$ cat src/rtl/txwidth_pkg.sv
package txwidth_pkg;
  localparam int BYTE_W     = 8;
  localparam int CORE_BYTES = 4;
  localparam int USER_BYTES = 2 * CORE_BYTES;
  localparam int FILL_W     = $clog2(CORE_BYTES);
  localparam int SEL_W      = $clog2(USER_BYTES);

  // strobes from control to datapath
  typedef struct packed {
    logic              accWrite;
    logic [FILL_W-1:0] wrOffset;
    logic [FILL_W:0]   wrBytes;
    logic              loadNarrow;
    logic              loadWide;
    logic              emit;
    logic              emitHigh;
  } stb_t;
endpackage

$ cat src/rtl/txwidth_ctrl.sv
module txwidth_ctrl
  import txwidth_pkg::*;
(
  input  logic       clk,
  input  logic       rstN,
  input  logic [1:0] widthSel,
  input  logic       userEn,
  input  logic       coreEn,
  output stb_t       stb,
  output logic       coreValid
);
  localparam logic [1:0] WIDE_CODE = 2'b11;

  logic [FILL_W-1:0] fillCnt;
  logic [1:0]        pendCnt;
  logic              holdWide;
  logic [FILL_W:0]   userBytes;
  logic [FILL_W:0]   fillSum;

  always_comb begin
    userBytes      = (FILL_W+1)'(1) << widthSel;
    fillSum        = {1'b0, fillCnt} + userBytes;
    stb            = '0;
    stb.wrOffset   = fillCnt;
    stb.wrBytes    = userBytes;
    if (userEn) begin
      if (widthSel == WIDE_CODE) begin
        stb.loadWide = 1'b1;
      end else begin
        stb.accWrite   = 1'b1;
        stb.loadNarrow = (fillSum == (FILL_W+1)'(CORE_BYTES));
      end
    end
    stb.emit     = coreEn && (pendCnt != 2'd0);
    stb.emitHigh = holdWide && (pendCnt == 2'd1);
  end

  always_ff @(posedge clk) begin
    if (!rstN) begin
      fillCnt   <= '0;
      pendCnt   <= 2'd0;
      holdWide  <= 1'b0;
      coreValid <= 1'b0;
    end else begin
      if (stb.accWrite) fillCnt <= fillSum[FILL_W-1:0];
      if (stb.loadWide) begin
        pendCnt  <= 2'd2;
        holdWide <= 1'b1;
      end else if (stb.loadNarrow) begin
        pendCnt  <= 2'd1;
        holdWide <= 1'b0;
      end else if (stb.emit) begin
        pendCnt  <= pendCnt - 2'd1;
      end
      if (coreEn) coreValid <= (pendCnt != 2'd0);
    end
  end

  // a load may only land on an empty hold stage or one draining now
  assert_no_overrun_R10: assert property (@(posedge clk) disable iff (!rstN)
    (stb.loadWide || stb.loadNarrow) |-> (pendCnt == 2'd0 || (pendCnt == 2'd1 && stb.emit)));

  // valid only moves on core enable
  assert_valid_hold_R8: assert property (@(posedge clk) disable iff (!rstN)
    !coreEn |=> $stable(coreValid));

  // an emitted word is flagged valid
  assert_emit_valid_R9: assert property (@(posedge clk) disable iff (!rstN)
    stb.emit |=> coreValid);

  // a completed narrow word restarts packing at lane 0
  assert_narrow_wrap_R3: assert property (@(posedge clk) disable iff (!rstN)
    stb.loadNarrow |=> fillCnt == '0);
endmodule

$ cat src/rtl/txwidth_datapath.sv
module txwidth_datapath
  import txwidth_pkg::*;
(
  input  logic                           clk,
  input  logic                           rstN,
  input  stb_t                           stb,
  input  logic [USER_BYTES*BYTE_W-1:0]   userData,
  input  logic [USER_BYTES-1:0]          userCtl,
  output logic [CORE_BYTES*BYTE_W-1:0]   coreData,
  output logic [CORE_BYTES-1:0]          coreCtl
);
  logic [USER_BYTES-1:0][BYTE_W-1:0] userLane;
  logic [CORE_BYTES-1:0][BYTE_W-1:0] accQ, accNext;
  logic [CORE_BYTES-1:0]             accCtlQ, accCtlNext;
  logic [USER_BYTES-1:0][BYTE_W-1:0] holdQ;
  logic [USER_BYTES-1:0]             holdCtlQ;
  logic [SEL_W-1:0]                  srcIdx;

  assign userLane = userData;

  // merge the incoming user bytes into the lanes starting at the fill offset
  always_comb begin
    accNext    = accQ;
    accCtlNext = accCtlQ;
    srcIdx     = '0;
    for (int b = 0; b < CORE_BYTES; b++) begin
      if (b >= int'(stb.wrOffset) && b < int'(stb.wrOffset) + int'(stb.wrBytes)) begin
        srcIdx        = SEL_W'(b) - SEL_W'(stb.wrOffset);
        accNext[b]    = userLane[srcIdx];
        accCtlNext[b] = userCtl[srcIdx];
      end
    end
  end

  always_ff @(posedge clk) begin
    if (!rstN) begin
      accQ     <= '0;
      accCtlQ  <= '0;
      holdQ    <= '0;
      holdCtlQ <= '0;
      coreData <= '0;
      coreCtl  <= '0;
    end else begin
      if (stb.accWrite) begin
        accQ    <= accNext;
        accCtlQ <= accCtlNext;
      end
      if (stb.loadWide) begin
        holdQ    <= userLane;
        holdCtlQ <= userCtl;
      end else if (stb.loadNarrow) begin
        holdQ[CORE_BYTES-1:0]    <= accNext;
        holdCtlQ[CORE_BYTES-1:0] <= accCtlNext;
      end
      if (stb.emit) begin
        if (stb.emitHigh) begin
          coreData <= holdQ[USER_BYTES-1:CORE_BYTES];
          coreCtl  <= holdCtlQ[USER_BYTES-1:CORE_BYTES];
        end else begin
          coreData <= holdQ[CORE_BYTES-1:0];
          coreCtl  <= holdCtlQ[CORE_BYTES-1:0];
        end
      end
    end
  end

  // a low-half emit presents the lower hold lanes
  assert_low_first_R6: assert property (@(posedge clk) disable iff (!rstN)
    (stb.emit && !stb.emitHigh) |=> coreData == $past(holdQ[CORE_BYTES-1:0]));

  // core word frozen between emits
  assert_data_hold_R8: assert property (@(posedge clk) disable iff (!rstN)
    !stb.emit |=> ($stable(coreData) && $stable(coreCtl)));
endmodule

$ cat src/rtl/txwidth_adapter.sv
module txwidth_adapter
  import txwidth_pkg::*;
(
  input  logic                         clk,
  input  logic                         rstN,
  input  logic [1:0]                   widthSel,
  input  logic                         userEn,
  input  logic [USER_BYTES*BYTE_W-1:0] userData,
  input  logic [USER_BYTES-1:0]        userCtl,
  input  logic                         coreEn,
  output logic [CORE_BYTES*BYTE_W-1:0] coreData,
  output logic [CORE_BYTES-1:0]        coreCtl,
  output logic                         coreValid
);
  stb_t stb;

  txwidth_ctrl ctrl_i (
    .clk       (clk),
    .rstN      (rstN),
    .widthSel  (widthSel),
    .userEn    (userEn),
    .coreEn    (coreEn),
    .stb       (stb),
    .coreValid (coreValid)
  );

  txwidth_datapath dp_i (
    .clk      (clk),
    .rstN     (rstN),
    .stb      (stb),
    .userData (userData),
    .userCtl  (userCtl),
    .coreData (coreData),
    .coreCtl  (coreCtl)
  );
endmodule

$ cat config.mk
export PLATFORM = sky130hd
export DESIGN_NAME = txwidth_adapter
export DESIGN_NICKNAME = d
export VERILOG_FILES = /design/src/rtl/txwidth_pkg.sv /design/src/rtl/txwidth_ctrl.sv /design/src/rtl/txwidth_datapath.sv /design/src/rtl/txwidth_adapter.sv
export SDC_FILE = /design/constraint.sdc
export NUM_CORES = 1
export LEC_CHECK = 0
export ABC_AREA = 1
export CORE_MARGIN = 8
export CORE_UTILIZATION = 60
export DETAILED_ROUTE_END_ITERATION = 10
export DONT_BUFFER_PORTS = 1
export HOLD_SLACK_MARGIN = 0.15
export PLACE_DENSITY_LB_ADDON = 0.05
export REMOVE_ABC_BUFFERS = 1
export SYNTH_ARGS = -nofsm -noshare
export SYNTH_HDL_FRONTEND = slang
export SYNTH_SLANG_ARGS = --single-unit
$ cat constraint.sdc
create_clock -name clk -period 5.4 [get_ports clk]
set_clock_uncertainty 0.2 [all_clocks]
set_input_delay 0.54 -clock clk [delete_from_list [all_inputs] [get_ports clk]]
set_output_delay 0.54 -clock clk [all_outputs]
set_load 0.05 [all_outputs]
==> impl_results.md, run 1 <==
- Min-delay src: userData[16]
- Gp weighted congestion: 0.9247
- Cells on worst reg2reg path: 8
- Highest clock rate: 252.4 MHz
- Worst Setup Start Kind: flop
- Final setup TNS: 0 ns
- Hold Path End: dp_i.holdQ[16]
- Die Height: 130.9 um
- Post-synthesis cell area: 7919 um^2
- Leakage: ~4.2 nW
- RSZ-0062 raised after global routing: no
- Final setup fails: 0
- Worst slew pin tran: 1.185 ns
- CP Class: reg -> reg
- Pwr Total: 0.003207 W
- Vias in the first global route: 7244
- Post-route minimum period: roughly 4.0 ns
- Clock tree buffer depth: 2
- Nets: 1340
- Period utilization: roughly 73%
- Final instance area: 9026 um^2
- Area fraction of the dominant cell type after synthesis: between 30 and 40%
- Post-CTS Setup Inserts: 0
- CTS buffer count: 17
- Post-Syn Area per Cell: 6.330 um^2
- Post-DRT Antenna Nets: 0
- Dpl cell area: 7835 um^2
- Leading area contributor after synthesis: dfxtp_1
- Internal reg-to-reg setup slack: 1.44 ns
- Capturing point of the worst reg2reg path: dp_i.holdQ[19]
- Initial antenna violation count: 0
- Root Driver: clkbuf_16
- Status: finished, final reports clean
- CTS H-tree depth: 4
- CP Max Fanout: 31
- YS warnings: 0
- Grt ovf: 0
- Vias post-DR: 7916
- DR pass1 iterations: 5
- Fraction of layout cells with a size suffix above 1: 6.398%
- Vias/cell: 5.490
- Power per cell area: 355.3 nW/um^2
- Initial DRC Count: 708
- Crit Reg-Reg Startpoint: ctrl_i.fillCnt[1]
- Slew headroom: between 20 and 25%
- DRC violation count after routing: 0
- Final HPWL DP: 14260 um
- Port Buf Inserts: 0
- Synth Instances: 1251
- Die area: between 15000 and 20000 um^2
- Global-route wire length before repair: 37650 um
- Max Cap Violations: 0
- Critical path arrival: just over 4 ns
- Clk pin slew, worst setup/hold paths: 0.06 ns
- Peak VDD IR: 0.2209 mV
- CTS tree: yes
- GRT Total Usage: 28.39%
- Horiz. Die Dim: 130.9 um
- Core footprint: between 10000 and 15000 um^2
- Largest net degree at the start of global routing: 74
- Hold Slack: 0.1663 ns
- Top FF cell, synth: dfxtp_1
- Post-synth ARST share: 0%
- WL final: 23610 um
- Final core utilization: 68.98%
- CP required: ~5.6 ns
- Cell variety after synth: 29
- Cell Rows: 42
- Register area share after synthesis: 37.92%
- Hold/Removal Path Class: in -> reg
- Worst hold path depth: 4
- IO Count: 115
- Largest cells by area after synthesis: dfxtp_1 38%, nand2_1 19%, a21oi_1 8.3%, o21ai_0 7.1%, inv_1 6.3%
- ANT cells: 0
- P&R area growth vs syn: 13.98%
- Worst skew pair latency: 0.42 ns
- Final Hold Viols: 0
- Initial Util: approximately 60%
- Synth Register Bits: 150
- Final Max Tran Viols: 0
- WL per Instance: about 16 um
- Critical path capture point type: flop
- CTS Sinks: 150
- Post-synth EDFFs: 0
==> synth_stat cells, types with 3 or more instances <==
| master | n |
|---|---|
| o21ai_0 | 113 |
| o21ai_1 | 14 |
| nor2_1 | 99 |
| clkinv_1 | 3 |
| buf_4 | 3 |
| nand2_1 | 392 |
| nand2_2 | 6 |
| or2_2 | 3 |
| buf_2 | 21 |
| inv_1 | 132 |
| dfxtp_1 | 150 |
| ha_1 | 7 |
| nand3_1 | 89 |
| a21oi_2 | 10 |
| buf_1 | 5 |
| a21oi_1 | 131 |
| inv_2 | 4 |
| clkbuf_1 | 44 |
| nand4_2 | 3 |
| nand3_2 | 13 |
==> stage by stage <==
step	instances	worst slack, ns
floorplan	1174	1.514
global placement	1357	1.703
detailed placement	1357	1.633
CTS	1441	1.572
global route	1442	1.201
finish	1442	1.439
==> worst max path at each step <==
stage	endpoint	slack (ns)	startpoint
floorplan	dp_i.holdQ[12]	1.51	ctrl_i.fillCnt[0]
global placement	dp_i.holdQ[21]	1.70	ctrl_i.fillCnt[1]
detailed placement	dp_i.holdQ[1]	1.63	ctrl_i.fillCnt[1]
CTS	dp_i.holdQ[19]	1.57	ctrl_i.fillCnt[1]
global route	dp_i.holdQ[3]	1.20	ctrl_i.fillCnt[1]
finish	dp_i.holdQ[19]	1.44	ctrl_i.fillCnt[1]
==> registers in the layout, summed over array words and instances (netlist names), 2 cells and up <==
register / count
dp_i.holdCtlQ: 8
dp_i.holdQ: 64
dp_i.accCtlQ: 4
dp_i.coreCtl: 4
dp_i.accQ: 32
dp_i.coreData: 32
ctrl_i.pendCnt: 2
ctrl_i.fillCnt: 2
==> power by group <==
part	total (W)	internal, W	switching, W
Clock	0.00128	0.000819	0.000456
Combinational	0.000568	0.000190	0.000378
Sequential	0.00136	0.00120	0.000164
Total	0.00321	0.00221	0.000999
==> worst max-delay path, cell delays in order (launching register included) <==
cell and delay (ns):
dfxtp_1 1.06, inv_1 0.51, ha_1 0.83, clkinv_1 0.62
nand2_1 0.24, nand2_1 0.08, nand3_1 0.10, nand3_1 0.11
a21oi_2 0.13
==> layout by cell type (no fill, tap or decap), types with 13 or more instances in the layout <==
cell type      Yosys  final
a21oi_1          131    131
o21ai_1           14     14
dfxtp_1          150    149
clkbuf_16          0     17
dlygate4sd3_1      0     53
nor2_1            99     99
nand3_1           89     89
inv_1            132    131
o21ai_0          113    113
nand2_1          392    392
nand3_2           13     13
==> routing by layer <==
layer  part of all wire, %  up-vias  routed length [um]  global-route usage (%)
li1                      -     3969                   -                       -
met1                    43     3580               10120                   37.07
met2                    46      332               10850                   45.44
met3                   9.2       35                2161                   6.737
met4                   2.0        0                 473                   8.913
met5                     0        -                   0                       0
==> cell type report <==
cell class	count	area [um^2]
clock inverter	8	145.1
tap	176	220.2
sequential	150	3004
inverter	140	526.8
clock buffer	23	488.0
timing repair buffer	61	610.6
fill	1183	4059
multi-input combinational	884	4031
==> cells by family after synthesis <==
family	count (synthesis)	share of synthesized area, %
fa+ha+maj	8	1.359
buf+inv	217	11.23
compound gates	270	17.68
simple gates	606	31.81
flops	150	37.92
==> timing repair <==
action                    in CTS  in global routing
hold buffers                  53                  1
gates resized for setup        0                  0
hold endpoints to repair      91                  1
(Power assumes the default switching activity.)
==> run 2, diff against run 1 <==
- CORE_UTILIZATION: 60 -> 58
- clock period: 5.4 -> 3.32 ns (I/O delays scaled with it)
==> impl_results.md, run 2 (synthesis results as in run 1) <==
- Largest register FFs: 64 (unchanged)
- Hold Path End: dp_i.accQ[15]
- Status: finished, final reports clean
- Global-route wire length before repair: 40070 um (+6.4%)
- Final Max Tran Viols: 0 (unchanged)
- Nets: 1384 (+3.3%)
- Placement Setup Slack: 0.6943 ns (-0.9385 ns)
- Initial antenna violation count: 0 (unchanged)
- CTS buffer count: 17 (unchanged)
- Most frequent cells in the layout: 392 x nand2_1, 149 x dfxtp_1, 131 x inv_1, 131 x a21oi_1, 113 x o21ai_0
- CP bufs+invs: 1 (-1)
- CP Max Fanout: 10 (-68%)
- Period utilization: 78.93% (+5.6 points)
- Initial DRC Count: 618 (-13%)
- Hold/Removal Path Class: in -> reg
- Root Driver: clkbuf_16
- Core footprint: 13300 um^2 (+1.6%)
- GRT Total Usage: 27.98% (-0.41 points)
- Post-CTS Setup Inserts: 0 (unchanged)
- Max Cap Violations: 0 (unchanged)
- Capturing point of the worst reg2reg path: dp_i.accQ[5]
- RSZ-0062 raised after global routing: no
- Slowest CP cell: fa_1
- Largest regs: dp_i.holdQ x64, dp_i.accQ x32, dp_i.coreData x32
- WL final: 24700 um (+4.7%)
- Cells on worst reg2reg path: 10 (+2)
- Fraction of layout cells with a size suffix above 1: 6.941% (+0.54 points)
- Worst hold path depth: 8 (+4)
- DRC violation count after routing: 0 (unchanged)
- Most frequent CP cell: nand2_1
- Worst path cell trace: ha_1 > fa_1 > nor2_1 > nand4_2 > nand2_2 > nand2_1 > nand2_1 > nand2_1 > nand2_1 > inv_1
- Final setup TNS: 0 ns (unchanged)
- Final HPWL DP: 14970 um (+5.0%)
- CTS Sinks: 150 (unchanged)
- CP required: 3.45 ns (-2.11 ns)
- Min-delay src: userData[63]
- Worst slew pin tran: 0.7594 ns (-0.4257 ns)
- Gp weighted congestion: 0.8580 (-7.2%)
- Post-route minimum period: 2.620 ns (-1.341 ns)
- Initial Util: 59.56% (-0.96 points)
- CP Class: reg -> reg
- Fillers: 1138 (-3.8%)
- DR pass1 iterations: 5 (unchanged)
- Crit Reg-Reg Startpoint: ctrl_i.fillCnt[0]
- Vias/cell: 5.472 (-0.32%)
- Cell Rows: 42 (unchanged)
- Setup ws final: 0.6997 ns (-0.7391 ns)
- Peak VDD IR: 0.3401 mV (+54%)
- P&R area growth vs syn: 19.77%
- CTS tree: yes
- Die area: 17650 um^2 (+3.0%)
- Port Buf Inserts: 0 (unchanged)
- Post-DRT Antenna Nets: 0 (unchanged)
- Vias post-DR: 8137 (+2.8%)
- Flip-flop and latch area: 3004 um^2 (unchanged)
- Clk pin slew, worst setup/hold paths: 0.06 ns (about the same)
- Slew headroom: 49.37% (+29 points)
- Multi-input logic area: 4031 um^2 (unchanged)
- ANT cells: 0 (unchanged)
- Leakage: 4.465 nW (+5.4%)
- CTS H-tree depth: 4 (unchanged)
- Commonest non-fill, non-tap cell in the layout: nand2_1
- WL per Instance: 16.61 um (+1.5%)
- Highest clock rate: 381.6 MHz (+51%)
- Clock tree buffer depth: 2 (unchanged)
- Die Height: 132.8 um (+1.5%)
- Final setup fails: 0 (unchanged)
- Final Hold Viols: 0 (unchanged)
- CP max stage delay: 0.51 ns (-0.55 ns)
- Vias in the first global route: 7821 (+8.0%)
- Worst Setup Start Kind: flop
- Largest net degree at the start of global routing: 71 (-4.1%)
- Critical path arrival: 2.75 ns (-1.37 ns)
- Grt ovf: 0 (unchanged)
- Horiz. Die Dim: 132.8 um (+1.5%)
- Power per cell area: 560.0 nW/um^2 (+58%)
- Largest reg by FF count: dp_i.holdQ
- Top delay family on crit path: simple AND/OR/NAND/NOR gates
- Worst skew pair latency: 0.43 ns (about the same)
- Critical path capture point type: flop
- Internal reg-to-reg setup slack: 0.70 ns (-0.74 ns)
- Pwr Total: 0.005311 W (+66%)
- IO Count: 115 (unchanged)
-- run 2: timing repair --
action,CTS,global route
hold buffers,89,0
resized for setup,0,0
endpoints found under the hold margin,120,0
-- run 2: report_power, final --
group          total [W]  internal, W  switching, W
Clock            0.00211      0.00132      0.000784
Sequential       0.00221      0.00195      0.000261
Combinational   0.000993     0.000350      0.000643
Total            0.00531      0.00362       0.00169
-- run 2: worst max path at each step --
| stage | from | endpoint | slack [ns] | cells after the start |
|---|---|---|---|---|
| after floorplan | ctrl_i.fillCnt[0] | dp_i.holdQ[12] | -0.57 | 7 |
| after global placement | widthSel[0] | dp_i.holdQ[18] | 0.79 | 8 |
| after detailed placement | widthSel[0] | dp_i.holdQ[18] | 0.69 | 8 |
| after CTS | ctrl_i.fillCnt[0] | dp_i.holdQ[18] | 0.72 | 7 |
| after global routing | ctrl_i.fillCnt[0] | dp_i.holdQ[11] | 0.57 | 7 |
| final | ctrl_i.fillCnt[0] | dp_i.accQ[5] | 0.70 | 10 |
-- run 2: layout make-up --
class	instances	share of cell area [%]
inverters	140	5.554
well taps	176	2.322
flip-flops and latches	150	31.68
clock inverters	10	1.781
multi-input cells	884	42.51
repair buffers	105	11.16
clock buffers	22	5.000
-- run 2: metal layers --
| layer | vias to the layer above | GRT usage (%) | part of all wire, % |
|---|---|---|---|
| li1 | 4057 | - | - |
| met1 | 3722 | 35.58 | 44 |
| met2 | 309 | 44.74 | 46 |
| met3 | 49 | 6.359 | 7.6 |
| met4 | 0 | 11.42 | 2.6 |
| met5 | - | 0 | 0 |
-- run 2: worst reg2reg max path, cell delays in order, from the launching register on --
cell and delay (ns):
dfxtp_2 0.33, ha_1 0.22, fa_1 0.51, nor2_1 0.22, nand4_2 0.35, nand2_2 0.32, nand2_1 0.11, nand2_1 0.08
nand2_1 0.06, nand2_1 0.08, inv_1 0.05
-- run 2: per-stage QoR --
stage,cell area (um^2),hold WS [ns],instances,util (%)
finish,9484,0.1636,1487,71.33
global route,9484,0.2127,1487,71.33
CTS,9484,0.1598,1487,71.33
detailed placement,7940,0.2440,1366,59.72
global placement,7940,0.2355,1366,59.72
floorplan,7556,0.2233,1174,-
==> run 3, diff against run 2 <==
- ABC_AREA: 1 -> 0
- CORE_UTILIZATION: 58 -> 60
- clock period: 3.32 -> 2.45 ns (I/O delays scaled with it)
==> impl_results.md, run 3 <==
- Root Driver: clkbuf_16
- Pwr Total: 0.006840 W (+29%)
- Worst path cell trace: ha_2 > fa_2 > nor2_1 > o211a_4 > buf_12 > nand2_1 > buf_4 > o22ai_1
- Largest regs: dp_i.holdQ x64, dp_i.accQ x32, dp_i.coreData x32
- Most frequent cells in the layout: 170 x nand2_1, 149 x dfxtp_1, 127 x dlygate4sd3_1
- Min-delay src: widthSel[0]
- Final Hold Viols: 0 (unchanged)
- Initial DRC Count: 837 (+35%)
- Cell variety after synth: 41 (+41%)
- Most frequent cell after synthesis: nand2_1
- Post-synth ARST share: 0% (unchanged)
- Crit Reg-Reg Startpoint: ctrl_i.fillCnt[0]
- Peak VDD IR: 0.5151 mV (+51%)
- Worst hold path depth: 5 (-3)
- Post-synthesis cell area: 7253 um^2 (-8.4%)
- Worst Setup Start Kind: flop
- Clock power frac: 37.4% (-2.3 points)
- CTS Sinks: 150 (unchanged)
- Dpl cell area: 7420 um^2 (-6.6%)
- Vias in the first global route: 6947 (-11%)
- CTS tree: yes
- Largest net degree at the start of global routing: 76 (+7.0%)
- Hold Path End: dp_i.accCtlQ[0]
- Post-synth EDFFs: 0 (unchanged)
- Vias/cell: 6.494 (+19%)
- Clk pin slew, worst setup/hold paths: 0.06 ns (about the same)
- Synth Register Bits: 150 (unchanged)
- Slowest CP cell: fa_2
- CP max stage delay: 0.46 ns (-0.05 ns)
- Leakage: 3.495 nW (-22%)
- Hold/Removal Path Class: in -> reg
- Post-DRT Antenna Nets: 0 (unchanged)
- Die Height: 126.0 um (-5.2%)
- Vias post-DR: 7091 (-13%)
- Combinational share of power: 18.6% (about the same)
- Worst skew pair latency: 0.43 ns (about the same)
- P&R area growth vs syn: 30.64%
- Largest reg by FF count: dp_i.holdQ
- Gp weighted congestion: 0.8882 (+3.5%)
- Critical path arrival: 2.55 ns (-0.20 ns)
- Highest clock rate: 414.9 MHz (+8.7%)
- Final Max Tran Viols: 0 (unchanged)
- Global-route wire length before repair: 36050 um (-10%)
- WL final: 24100 um (-2.4%)
- Area fraction of the dominant cell type after synthesis: 41.40% (+3.5 points)
- Largest cells by area after synthesis: dfxtp_1 41%, mux4_2 11%, nand2_1 8.8%, mux2i_1 5.0%, a311oi_1 4.3%
- Commonest non-fill, non-tap cell in the layout: nand2_1
- Port Buf Inserts: 0 (unchanged)
- DR pass1 iterations: 5 (unchanged)
- Capturing point of the worst reg2reg path: dp_i.holdQ[15]
- Clock tree buffer depth: 2 (unchanged)
- IO Count: 115 (unchanged)
- Core footprint: 11910 um^2 (-10%)
- Cell Rows: 40 (-4.8%)
- Critical path capture point type: flop
- Max Cap Violations: 0 (unchanged)
- Final HPWL DP: 13120 um (-12%)
- CP Max Fanout: 17 (+7)
- Grt ovf: 0 (unchanged)
- Pint: 0.004793 W (+32%)
- Post-route minimum period: 2.410 ns (-0.2102 ns)
- WL per Instance: 22.07 um (+33%)
- GRT Total Usage: 27.91% (-0.067 points)
- Register area share after synthesis: 41.40% (+3.5 points)
- CTS H-tree depth: 4 (unchanged)
- Initial antenna violation count: 1 (+1)
- Leading area contributor after synthesis: dfxtp_1
- Top FF cell, synth: dfxtp_1
- DRC violation count after routing: 0 (unchanged)
- Power per cell area: 721.9 nW/um^2 (+29%)
- CP required: 2.59 ns (-0.86 ns)
- Worst slew pin tran: 0.5444 ns (-0.2150 ns)
- Final setup fails: 0 (unchanged)
- CP Class: reg -> reg
- Fraction of layout cells with a size suffix above 1: 13.88% (+6.9 points)
- Status: finished, final reports clean
- Largest register FFs: 64 (unchanged)
- Period utilization: 98.37% (+19 points)
- Synth Instances: 814 (-35%)
- Nets: 1018 (-26%)
- Slew headroom: 63.66% (+14 points)
- Horiz. Die Dim: 126.0 um (-5.2%)
- Post-Syn Area per Cell: 8.911 um^2 (+41%)
- Flop pwr share: 44.0% (+2.4 points)
- Initial Util: 60.89% (+1.3 points)
- Final instance area: 9475 um^2 (about the same)
- Sw Ratio: 29.92% (-1.9 points)
- Die area: 15860 um^2 (-10%)
- YS warnings: 0 (unchanged)
- Synth top cells by count: 170 x nand2_1, 150 x dfxtp_1, 62 x nor2_1, 60 x a21oi_1, 54 x nand3_1
- CTS buffer count: 17 (unchanged)
- Psw: 0.002047 W (+21%)
- Internal reg-to-reg setup slack: 0.04 ns (-0.66 ns)
- Cells on worst reg2reg path: 8 (-2)
[run 3: cell count changes in the layout (fill, tap and decap cells not counted), moves of 27 or more]
cell	delta
mux2i_1	+36
o22ai_1	+27
inv_1	-126
nand2_1	-222
dlygate4sd3_1	+39
mux4_2	+36
a21oi_1	-72
a311oi_1	+35
a22oi_1	+27
o21ai_0	-77
nand3_1	-36
nor2_1	-37
[run 3: worst max-delay path by stage]
stage | from | endpoint | slack [ns] | cells past startpoint
floorplan | ctrl_i.fillCnt[0] | dp_i.accCtlQ[1] | -1.77 | 7
global placement | ctrl_i.fillCnt[0] | dp_i.holdQ[0] | 0.11 | 7
detailed placement | ctrl_i.fillCnt[0] | dp_i.holdQ[26] | -0.04 | 7
CTS | ctrl_i.fillCnt[0] | dp_i.accQ[10] | 0.005 | 8
global route | ctrl_i.fillCnt[0] | dp_i.holdQ[15] | -0.02 | 8
finish | ctrl_i.fillCnt[0] | dp_i.holdQ[15] | 0.04 | 8
[run 3: cell families after synthesis]
family	share of synthesized area, %
multiplexers	16.15
AO/OA/AOI/OAI	18.32
flip-flops	41.40
adder cells (fa/ha/maj)	1.483
XOR/XNOR	0.1208
AND/OR/NAND/NOR	17.18
buffers and inverters	5.347
[run 3: metrics by stage]
stage,instances,worst slack (ns),util (%),TNS [ns],hold WS [ns]
after floorplan,739,-1.771,-,-154.27,0.1396
after global placement,923,0.1086,62.29,0,0.1411
after detailed placement,923,-0.03788,62.29,-0.2098,0.1442
after CTS,1080,0.005168,77.71,0,-0.2560
after global routing,1092,-0.02403,79.55,-0.03767,0.1904
final,1092,0.03988,79.55,0,0.1806
[run 3: repair_timing]
action,4_1_cts,5_1_grt
setup buffers,3,1
gates cloned,0,4
setup endpoints to repair,19,47
endpoints found under the hold margin,115,73
hold buffers,123,6
resized for setup,2,13
pin swaps,1,4
[run 3: layout make-up]
type,instances,area (um^2)
diodes,1,2.502
fillers,799,2436
repair buffers,174,1778
clock inverters,2,35.03
clock buffers,29,540.5
inverters,6,23.77
well taps,147,183.9
multi-input cells,583,3908
flip-flops and latches,150,3004
[run 3: critical path: cells and delay by family (launching register included)]
kind / cells / cell delay (ns)
compound gates: 2 / 0.42
simple gates: 2 / 0.30
flops: 1 / 0.34
fa+ha+maj: 2 / 0.66
buf+inv: 2 / 0.39
[run 3: power by group through the flow]
stage / Sequential [W] / Clock (W) / Combinational, W
final: 0.00301 / 0.00256 / 0.00127
after global routing: 0.00303 / 0.00268 / 0.00135
after CTS: 0.00301 / 0.00257 / 0.00113
after detailed placement: 0.00306 / 0 / 0.000938
after global placement: 0.00305 / 0 / 0.000910
after floorplan: 0.00305 / 0 / 0.000661
[run 3: layer usage]
metal  share of wire (%)  GRT usage (%)  wire [um]  up-vias
met2                  48          45.65      11580      436
met3                  11          6.920       2555       51
met5                   0              0          0        -
met1                  39          34.20       9434     3428
met4                 2.2          12.31        531        0
li1                    -              -          -     3176
